===== src/rtl/cfgrf_pkg.sv =====
package cfgrf_pkg;
  localparam int IDX_W = 6;
  localparam int DW    = 64;

  localparam logic [IDX_W-1:0] IX_FAULT     = 6'h00;
  localparam logic [IDX_W-1:0] IX_FAULT_AND = 6'h01;
  localparam logic [IDX_W-1:0] IX_FAULT_OR  = 6'h02;
  localparam logic [IDX_W-1:0] IX_ACT0      = 6'h06;
  localparam logic [IDX_W-1:0] IX_ACT1      = 6'h07;
  localparam logic [IDX_W-1:0] IX_BASE      = 6'h0A;
  localparam logic [IDX_W-1:0] IX_AUXBASE   = 6'h0B;
  localparam logic [IDX_W-1:0] IX_CTRL      = 6'h0E;
  localparam logic [IDX_W-1:0] IX_ERRMASK   = 6'h0F;
  localparam logic [IDX_W-1:0] IX_CTRL_SET  = 6'h12;
  localparam logic [IDX_W-1:0] IX_CTRL_CLR  = 6'h13;
  localparam logic [IDX_W-1:0] IX_DMAHI     = 6'h14;
  localparam logic [IDX_W-1:0] IX_ISTAT     = 6'h15;

  localparam logic [IDX_W-1:0] MMIO_SKEW = 6'h0A;
  localparam int MMIO_EN_BIT = 62;

  typedef struct packed {
    logic             wr;
    logic             from_mmio;
    logic [IDX_W-1:0] idx;
    logic [DW-1:0]    data;
  } acc_t;
endpackage


===== src/rtl/cfgrf_arb.sv =====
module cfgrf_arb
  import cfgrf_pkg::*;
#(
  parameter int ADDR_W = 8
) (
  input  logic              cfg_valid,
  input  logic              cfg_write,
  input  logic [ADDR_W-1:0] cfg_addr,
  input  logic [DW-1:0]     cfg_wdata,
  input  logic              mmio_valid,
  input  logic              mmio_write,
  input  logic [ADDR_W-1:0] mmio_addr,
  input  logic [DW-1:0]     mmio_wdata,
  output logic              cfg_ready,
  output logic              mmio_ready,
  output logic              acc_valid,
  output acc_t              acc
);
  localparam int NPORT = 2;

  logic [NPORT-1:0][ADDR_W-1:0] addr_a;
  logic [NPORT-1:0]             wr_a;
  logic [NPORT-1:0][DW-1:0]     data_a;
  acc_t [NPORT-1:0]             pkt;

  assign addr_a = {mmio_addr, cfg_addr};
  assign wr_a   = {mmio_write, cfg_write};
  assign data_a = {mmio_wdata, cfg_wdata};

  for (genvar p = 0; p < NPORT; p++) begin : g_port
    localparam logic [IDX_W-1:0] SKEW = (p == 1) ? MMIO_SKEW : '0;
    assign pkt[p].wr        = wr_a[p];
    assign pkt[p].from_mmio = (p == 1);
    assign pkt[p].idx       = IDX_W'(addr_a[p] >> 3) + SKEW;
    assign pkt[p].data      = data_a[p];
  end

  assign cfg_ready  = 1'b1;
  assign mmio_ready = !cfg_valid;
  assign acc_valid  = cfg_valid || mmio_valid;
  assign acc        = cfg_valid ? pkt[0] : pkt[1];
endmodule


===== src/rtl/cfgrf_regs.sv =====
module cfgrf_regs
  import cfgrf_pkg::*;
#(
  parameter logic [DW-1:0] BASE_DEFAULT = 64'h0000_0123_4567_89AB,
  parameter int BASE_LO = 20,
  parameter int BASE_HI = 51,
  parameter int AUX_LO  = 32,
  parameter int AUX_HI  = 49
) (
  input  logic          clk,
  input  logic          rst_n,
  input  logic          acc_valid,
  input  acc_t          acc,
  input  logic [DW-1:0] irq_status,
  output logic [DW-1:0] rd_data,
  output logic          wr_err,
  output logic [DW-1:0] base_q,
  output logic [DW-1:0] ctrl_q,
  output logic          toggle_q
);
  localparam logic [DW-1:0] BASE_FIELD = ((DW'(1) << (BASE_HI - BASE_LO + 1)) - 1) << BASE_LO;
  localparam logic [DW-1:0] BASE_KEEP  = BASE_FIELD | DW'(1);
  localparam logic [DW-1:0] AUX_KEEP   = ((DW'(1) << (AUX_HI - AUX_LO + 1)) - 1) << AUX_LO;

  logic [DW-1:0] fault_q, act0_q, act1_q, aux_q, emask_q, dmahi_q;
  logic [DW-1:0] ctrl_nx;
  logic          do_wr, writable;

  assign do_wr = acc_valid && acc.wr;

  always_comb begin
    unique case (acc.idx)
      IX_FAULT:   rd_data = fault_q;
      IX_ACT0:    rd_data = act0_q;
      IX_ACT1:    rd_data = act1_q;
      IX_BASE:    rd_data = base_q;
      IX_AUXBASE: rd_data = aux_q;
      IX_CTRL:    rd_data = ctrl_q;
      IX_ERRMASK: rd_data = emask_q;
      IX_DMAHI:   rd_data = dmahi_q;
      IX_ISTAT:   rd_data = irq_status;
      default:    rd_data = '1;
    endcase
  end

  always_comb begin
    case (acc.idx)
      IX_FAULT, IX_FAULT_AND, IX_FAULT_OR, IX_ACT0, IX_ACT1, IX_AUXBASE,
      IX_CTRL, IX_ERRMASK, IX_CTRL_SET, IX_CTRL_CLR, IX_DMAHI: writable = 1'b1;
      IX_BASE:  writable = !acc.from_mmio;
      default:  writable = 1'b0;
    endcase
    wr_err = acc.wr && !writable;
  end

  always_comb begin
    ctrl_nx = ctrl_q;
    if (do_wr) begin
      case (acc.idx)
        IX_CTRL:     ctrl_nx = acc.data;
        IX_CTRL_SET: ctrl_nx = ctrl_q | acc.data;
        IX_CTRL_CLR: ctrl_nx = ctrl_q & ~acc.data;
        default:     ctrl_nx = ctrl_q;
      endcase
    end
  end

  always_ff @(posedge clk or negedge rst_n) begin
    if (!rst_n) begin
      fault_q  <= '0;
      act0_q   <= '0;
      act1_q   <= '0;
      base_q   <= (BASE_DEFAULT & BASE_FIELD) | DW'(1);
      aux_q    <= '0;
      ctrl_q   <= '0;
      emask_q  <= '0;
      dmahi_q  <= '0;
      toggle_q <= 1'b0;
    end else begin
      ctrl_q   <= ctrl_nx;
      toggle_q <= ctrl_nx[MMIO_EN_BIT] ^ ctrl_q[MMIO_EN_BIT];
      if (do_wr) begin
        case (acc.idx)
          IX_FAULT:     fault_q <= acc.data;
          IX_FAULT_AND: fault_q <= fault_q & acc.data;
          IX_FAULT_OR:  fault_q <= fault_q | acc.data;
          IX_ACT0:      act0_q  <= acc.data;
          IX_ACT1:      act1_q  <= acc.data;
          IX_BASE:      if (!acc.from_mmio) base_q <= acc.data & BASE_KEEP;
          IX_AUXBASE:   aux_q   <= acc.data & AUX_KEEP;
          IX_ERRMASK:   emask_q <= acc.data;
          IX_DMAHI:     dmahi_q <= acc.data;
          default: ;
        endcase
      end
    end
  end

  a_r5_mmio_base_locked: assert property (@(posedge clk) disable iff (!rst_n)
    (do_wr && acc.from_mmio && acc.idx == IX_BASE) |=> $stable(base_q));

  a_r3_or_sticks: assert property (@(posedge clk) disable iff (!rst_n)
    (do_wr && acc.idx == IX_FAULT_OR) |=> ((fault_q & $past(acc.data)) == $past(acc.data)));

  a_r4_set_sticks: assert property (@(posedge clk) disable iff (!rst_n)
    (do_wr && acc.idx == IX_CTRL_SET) |=> ((ctrl_q & $past(acc.data)) == $past(acc.data)));

  a_r11_toggle_cause: assert property (@(posedge clk) disable iff (!rst_n)
    toggle_q |-> (ctrl_q[MMIO_EN_BIT] != $past(ctrl_q[MMIO_EN_BIT])));
endmodule


===== src/rtl/cfgrf_top.sv =====
module cfgrf_top
  import cfgrf_pkg::*;
#(
  parameter int ADDR_W = 8,
  parameter logic [63:0] BASE_DEFAULT = 64'h0000_0123_4567_89AB,
  parameter int BASE_LO = 20,
  parameter int BASE_HI = 51,
  parameter int AUX_LO  = 32,
  parameter int AUX_HI  = 49
) (
  input  logic              clk,
  input  logic              rst_n,
  input  logic              cfg_valid,
  output logic              cfg_ready,
  input  logic              cfg_write,
  input  logic [ADDR_W-1:0] cfg_addr,
  input  logic [63:0]       cfg_wdata,
  output logic              cfg_rsp_valid,
  output logic [63:0]       cfg_rsp_data,
  output logic              cfg_rsp_err,
  input  logic              mmio_valid,
  output logic              mmio_ready,
  input  logic              mmio_write,
  input  logic [ADDR_W-1:0] mmio_addr,
  input  logic [63:0]       mmio_wdata,
  output logic              mmio_rsp_valid,
  output logic [63:0]       mmio_rsp_data,
  output logic              mmio_rsp_err,
  input  logic [63:0]       irq_status,
  output logic [63:0]       base_addr,
  output logic              base_en,
  output logic [63:0]       ctrl_bits,
  output logic              mmio_en_toggle
);
  localparam logic [63:0] BASE_FIELD = ((64'(1) << (BASE_HI - BASE_LO + 1)) - 1) << BASE_LO;

  logic          acc_valid;
  acc_t          acc;
  logic [DW-1:0] rd_data, base_q;
  logic          wr_err;
  logic          cfg_rv_q, mmio_rv_q, err_q;
  logic [DW-1:0] data_q;

  cfgrf_arb #(.ADDR_W(ADDR_W)) u_arb (
    .cfg_valid (cfg_valid),  .cfg_write (cfg_write),  .cfg_addr (cfg_addr),  .cfg_wdata (cfg_wdata),
    .mmio_valid(mmio_valid), .mmio_write(mmio_write), .mmio_addr(mmio_addr), .mmio_wdata(mmio_wdata),
    .cfg_ready (cfg_ready),  .mmio_ready(mmio_ready), .acc_valid(acc_valid), .acc(acc)
  );

  cfgrf_regs #(
    .BASE_DEFAULT(BASE_DEFAULT), .BASE_LO(BASE_LO), .BASE_HI(BASE_HI),
    .AUX_LO(AUX_LO), .AUX_HI(AUX_HI)
  ) u_regs (
    .clk(clk), .rst_n(rst_n), .acc_valid(acc_valid), .acc(acc),
    .irq_status(irq_status), .rd_data(rd_data), .wr_err(wr_err),
    .base_q(base_q), .ctrl_q(ctrl_bits), .toggle_q(mmio_en_toggle)
  );

  always_ff @(posedge clk or negedge rst_n) begin
    if (!rst_n) begin
      cfg_rv_q  <= 1'b0;
      mmio_rv_q <= 1'b0;
      err_q     <= 1'b0;
      data_q    <= '0;
    end else begin
      cfg_rv_q  <= acc_valid && !acc.from_mmio;
      mmio_rv_q <= acc_valid && acc.from_mmio;
      err_q     <= acc_valid && wr_err;
      data_q    <= (acc_valid && !acc.wr) ? rd_data : '0;
    end
  end

  assign cfg_rsp_valid  = cfg_rv_q;
  assign mmio_rsp_valid = mmio_rv_q;
  assign cfg_rsp_data   = data_q;
  assign mmio_rsp_data  = data_q;
  assign cfg_rsp_err    = err_q;
  assign mmio_rsp_err   = err_q;
  assign base_addr      = base_q & BASE_FIELD;
  assign base_en        = base_q[0];

  a_r12_one_response: assert property (@(posedge clk) disable iff (!rst_n)
    $onehot0({cfg_rsp_valid, mmio_rsp_valid}));

  a_r7_status_write_flagged: assert property (@(posedge clk) disable iff (!rst_n)
    (acc_valid && acc.wr && acc.idx == IX_ISTAT) |=> (cfg_rsp_err || mmio_rsp_err));

  a_r12_collision_to_cfg: assert property (@(posedge clk) disable iff (!rst_n)
    (cfg_valid && mmio_valid) |=> (cfg_rsp_valid && !mmio_rsp_valid));
endmodule


===== config.mk =====
export PLATFORM = sky130hd
export DESIGN_NAME = cfgrf_top
export DESIGN_NICKNAME = d
export VERILOG_FILES = /design/src/rtl/cfgrf_pkg.sv /design/src/rtl/cfgrf_arb.sv /design/src/rtl/cfgrf_regs.sv /design/src/rtl/cfgrf_top.sv
export SDC_FILE = /design/constraint.sdc
export NUM_CORES = 1
export LEC_CHECK = 0
export ABC_AREA = 1
export BUFFER_PORTS_ARGS = -buffer_cell sky130_fd_sc_hd__clkbuf_2
export CAP_MARGIN = 30
export CORE_MARGIN = 8
export CORE_UTILIZATION = 35
export DETAILED_ROUTE_END_ITERATION = 12
export SETUP_SLACK_MARGIN = 0.05
export SYNTH_ARGS = -nofsm -noshare
export SYNTH_HDL_FRONTEND = slang
export SYNTH_HIERARCHICAL = 1
export SYNTH_SLANG_ARGS = --single-unit

===== constraint.sdc =====
create_clock -name clk -period 0.9 [get_ports clk]
set_input_delay 0.135 -clock clk [delete_from_list [all_inputs] [get_ports clk]]
set_output_delay 0.135 -clock clk [all_outputs]
set_load 0.01 [all_outputs]

==> results of run 1 <==
[layout by cell type (no fill, tap or decap), types with 13 or more instances in the layout]
master,n
a21oi_2,44
a31oi_1,38
buf_12,125
buf_16,39
buf_4,339
buf_6,96
buf_8,14
clkbuf_1,13
clkbuf_16,78
clkbuf_2,389
clkbuf_8,57
conb_1,33
dfrtp_1,491
dlygate4sd3_1,156
inv_1,179
inv_2,43
nand2_1,896
nand2_2,102
nand2_4,57
nand3_1,200
nand3_2,101
nand3_4,20
nand4_1,34
nor2_1,309
nor2_2,59
nor2_4,28
o21ai_0,106
o21ai_1,219
o21ai_2,57
[area by class of cell]
cell class	instances	area, um^2
multi-input combinational	2337	12500
clock inverter	21	299
inverter	233	927
clock buffer	82	1620
timing repair buffer	1226	12200
tap	950	1190
antenna	3	7.51
sequential	503	12600
fill	6051	30100
[power by group]
group	internal (mW)	total, mW	switching, mW
clock network	14.2	24.4	10.2
logic	10.0	21.0	11.0
registers	26.4	28.8	2.45
[flip-flops by register name (all words and copies together) (netlist names)]
name and count:
cfg_rsp_data 64, cfg_rsp_err 1, cfg_rsp_valid 1, mmio_rsp_valid 1
u_regs/act0_q 64, u_regs/act1_q 64, u_regs/aux_q 18, u_regs/base_q 33
u_regs/ctrl_q 64, u_regs/dmahi_q 64, u_regs/emask_q 64, u_regs/fault_q 64
u_regs/toggle_q 1
[through the flow]
stage	power, mW	worst slack [ps]	std cells
2_1_floorplan	36.0	-855	3379
3_3_place_gp	43.8	-1270	4881
3_5_place_dp	44.1	-1340	4881
4_1_cts	72.6	-648	5301
5_1_grt	77.0	-750	5354
6_report	74.2	-710	5355
[path summary, 6_finish.rpt]
kind                       cells after the start                from            endpoint
max in group asynchronous                      3               rst_n  u_regs/dmahi_q[52]
setup reg to reg                               7   u_regs/ctrl_q[62]    cfg_rsp_data[62]
hold / removal                                 5      mmio_wdata[36]   u_regs/ctrl_q[36]
setup / recovery                              16           cfg_valid    u_regs/act1_q[2]
hold reg to reg                                2  u_regs/fault_q[18]  u_regs/fault_q[18]
min in group asynchronous                      3               rst_n    cfg_rsp_data[45]
[metal layers]
layer	up-vias	track usage, %
li1	12620	-
met1	13688	36.5
met2	1695	44.6
met3	427	5.12
met4	0	13.1
met5	-	0
[timing repair]
item                                   CTS  global route
setup buffers                          119            38
setup endpoints to repair              732           737
cloned                                  46            34
hold buffers                           156             0
pin swaps                              117           151
gates resized for setup                470           432
endpoints found under the hold margin  661             0
[tightest hold or removal path, delay by kind of cell]
family                 cells  cell delay, ps
and+or+nand+nor            4             350
buffers and inverters      1             110
==> results.toml, run 1 <==
[clock_network]
clkSlewWorstSetupHoldPaths_ps = 60
clockBufferDepth = 3
clock-sinks = 503
cts_inserted_buffers = 55
clk_latency_ps = 640
htree_levels = 2
tritoncts = "done"
clock-root-buffer = "clkbuf_16"

[setup_path]
cpMaxStageDelayCell = "buf_16"
path_max_fanout = 18
reg2reg_setup_slack_ps = -350
max_stage_delay_ps = 210
path_cells = "buf_12 > inv_8 > buf_4 > a31oi_4 > buf_12 > buf_8 > inv_6 > nand2_8 > buf_6 > nor2_4 > buf_12 > buf_8 > nand2_8 > buf_16 > nand2_2 > o21ai_1"
required_ps = 1420
start_kind = "input port"
crit_top_cell = "buf_12"
end_kind = "flip-flop"
worstSetupPathType = "in -> reg"
crit_buf_inv = 10
crit_family = "buffers and inverters"
cp.arrival_ps = 2130

[grt]
grt_pass1_vias = 27399
grt_pass1_wl_um = 174000
grt_max_degree = 71
grtUsageTotal_pct = 27.9
overflow = 0
antenna_found_initial = 2

[sta]
clock_skew_ps = 34.9
tns_ps = -396710
whs_ps = -9.11
setup_viol = 731
period_needed_ps = 1610
clock.fmax_mhz = 621
drv_slew = 0
worst-slew-pin-transition_ps = 726
finalHoldViolCount = 1
grt_setup_unrepaired = "yes"
setup_slack_ps = -710
max_slew_margin_pct = 51.6
fin_crit_sh_pct = 179

[floorplanning]
start_util_pct = 35.2
die_h_um = 284
die-area_mm2 = 0.0807
die_w_um = 284
core_mm2 = 0.0714
row_count = 98
ios = 478

[route]
wl_met3_um = 12100
num_vias = 28430
ant_nets = 0
drtPass1Iterations = 9
wl_per_cell_um = 23.7
wl_met1_um = 49700
viasPerCell = 5.31
drc_errors = 0
routed.top_layer = "met4"
wl_met2_um = 57600
drt_iter0_markers = 2986
wirelength_um = 127000

[placed_design]
hpwl_um = 68200
io_buffers = 438
placed_area_mm2 = 0.0315
gp_congestion = 0.846

[power]
peakVddDrop_uv = 1480
powerDensity_mw_per_mm2 = 1800
leakage_nw = 21.2

[synthesis]
syn_area_mm2 = 0.0252
yosysWarnings = 6
synthCells = 3348
synth_area_per_cell_um2 = 7.51

[cells_and_area]
final_util_pct = 57.9
fin_nets = 4571
fin_area_mm2 = 0.0413
final_layout_size_suffix_gt1_share_pct = 39.1
area_delta_synth_final_pct = 64.2

[run]
max_cap_viol_count = 0

[outcome]
violations = "negative hold slack, negative setup slack"
status = "finished with violations"

[min_path]
holdCritPathClass = "in -> reg"
No activity file was read; power rests on OpenSTA's default activity.
==> run 2: changes to the inputs <==
--- a/config.mk
+++ b/config.mk
@@ -8,9 +8,12 @@
 export ABC_AREA = 1
 export BUFFER_PORTS_ARGS = -buffer_cell sky130_fd_sc_hd__clkbuf_2
 export CAP_MARGIN = 30
+export CELL_PAD_IN_SITES_DETAIL_PLACEMENT = 0
+export CELL_PAD_IN_SITES_GLOBAL_PLACEMENT = 2
 export CORE_MARGIN = 8
-export CORE_UTILIZATION = 35
+export CORE_UTILIZATION = 29
 export DETAILED_ROUTE_END_ITERATION = 12
+export PLACE_DENSITY_LB_ADDON = 0.1
 export SETUP_SLACK_MARGIN = 0.05
 export SYNTH_ARGS = -nofsm -noshare
 export SYNTH_HDL_FRONTEND = slang
==> results.toml, run 2 (synthesis gave the netlist of run 1 again) <==
[route]
drt_iter0_markers = 1970
wl_per_cell_um = 23.4
num_vias = 26745
drtPass1Iterations = 5
wirelength_um = 129000
viasPerCell = 4.84
drc_errors = 0
ant_nets = 0

[outcome]
status = "finished with violations"
violations = "negative hold slack, negative setup slack"

[placed_design]
hpwl_um = 79200
io_buffers = 438
gp_congestion = 0.808

[floorplanning]
start_util_pct = 29.1
die_h_um = 311
die_w_um = 311
core_mm2 = 0.0863
ios = 478
row_count = 108
die-area_mm2 = 0.0964

[power]
leakage_nw = 20.2
pwr-share-clk_pct = 33.5
internal_power_mw = 48.5
seq_power_share_pct = 40.6
peakVddDrop_uv = 1710
p_switching_mw = 22.5
powerDensity_mw_per_mm2 = 1820
sw_frac_of_total_pct = 31.7
combPwrFrac_pct = 25.9

[sta]
grt_setup_unrepaired = "yes"
fin_crit_sh_pct = 184
setup_viol = 732
whs_ps = -3.13
setup_slack_ps = -752
clock.fmax_mhz = 605
drv_slew = 0
finalHoldViolCount = 1
period_needed_ps = 1650
clock_skew_ps = 14.1

[clock_network]
clock-sinks = 503
cts_inserted_buffers = 60
htree_levels = 2
clockBufferDepth = 3
tritoncts = "done"
clock-root-buffer = "clkbuf_16"
clkSlewWorstSetupHoldPaths_ps = 60
clk_latency_ps = 630

[cells_and_area]
fillers = 8563
area_delta_synth_final_pct = 55.3
final_layout_size_suffix_gt1_share_pct = 33.2
fin_nets = 4530
seq_area_mm2 = 0.0126
layout_common_cells = "nand2_1 (947), dfrtp_1 (492), clkbuf_2 (422), buf_4 (385), nor2_1 (345)"
layout_commonest_cell = "nand2_1"
multi_input_area_mm2 = 0.0115
final_util_pct = 45.2

[setup_path]
path_max_fanout = 6
cp.arrival_ps = 2200
reg2reg_setup_slack_ps = -200
required_ps = 1450
start_kind = "input port"
worstSetupPathType = "in -> reg"
end_kind = "flip-flop"

[grt]
overflow = 0
antenna_found_initial = 2
grt_pass1_vias = 26777
grt_max_degree = 56
grtUsageTotal_pct = 23.9
grt_pass1_wl_um = 177000

[min_path]
holdCritPathClass = "in -> reg"

[run]
max_cap_viol_count = 0
-- run 2: path summary, 6_finish.rpt --
path                                         start            endpoint  cells after the start
worst min register to register  u_regs/fault_q[14]  u_regs/fault_q[14]                      2
worst min-delay path                irq_status[29]    cfg_rsp_data[29]                      7
worst max register to register   u_regs/fault_q[0]     cfg_rsp_data[0]                      6
min in group asynchronous                    rst_n  u_regs/fault_q[34]                      3
max in group asynchronous                    rst_n   u_regs/ctrl_q[23]                      3
worst max-delay path                  mmio_addr[4]    cfg_rsp_data[22]                     19
-- run 2: layout make-up --
| class | count | share of cell area (%) |
|---|---|---|
| diodes | 1 | 0.00641 |
| clock buffers | 97 | 4.56 |
| well taps | 1155 | 3.70 |
| multi-input cells | 2338 | 29.4 |
| clock inverters | 15 | 0.275 |
| flip-flops and latches | 503 | 32.3 |
| repair buffers | 1179 | 27.5 |
| inverters | 233 | 2.33 |
-- run 2: repair_timing --
action,in CTS,in global routing
hold buffers,151,0
pin swaps,41,53
endpoints found under the hold margin,683,0
setup buffers,46,30
resized for setup,166,324
endpoints found under the setup margin,732,738
cloned,22,38
-- run 2: per-layer routing --
metal	track usage, %	share of wire, %	vias up
met5	0	0	-
met4	5.39	2.3	0
met3	3.23	5.6	169
met2	40.0	47	935
met1	32.8	45	13103
li1	-	-	12538
-- run 2: power groups by stage --
stage	logic, mW	clock network, mW	registers, mW
detailed placement	15.7	0	29.0
CTS	17.5	24.3	28.7
global placement	15.6	0	28.9
floorplan	6.83	0	29.2
global route	20.0	25.2	29.3
finish	18.4	23.8	28.9
-- run 2: through the flow --
step,setup TNS [ps],instance area (um^2),instances,worst slack (ps),total power [mW]
2_1_floorplan,-405010,26000,3379,-855,36.0
3_3_place_gp,-668050,32200,5133,-1590,44.5
3_5_place_dp,-675240,32200,5133,-1600,44.7
4_1_cts,-363010,37300,5463,-675,70.5
5_1_grt,-419340,39100,5521,-813,74.5
6_report,-383240,39100,5521,-752,71.0
-- run 2: critical path: stages --
cell and delay, ps:
buf_8 100, ha_4 180, inv_4 60, nand2_4 60
a31oi_4 230, buf_6 140, inv_4 30, nand2_4 80
nor2_4 50, buf_12 140, nand2_8 60, nand2_4 50
nor2_4 220, nand2_8 150, buf_12 180, buf_12 140
nand3_2 70, inv_2 30, nor2_1 90
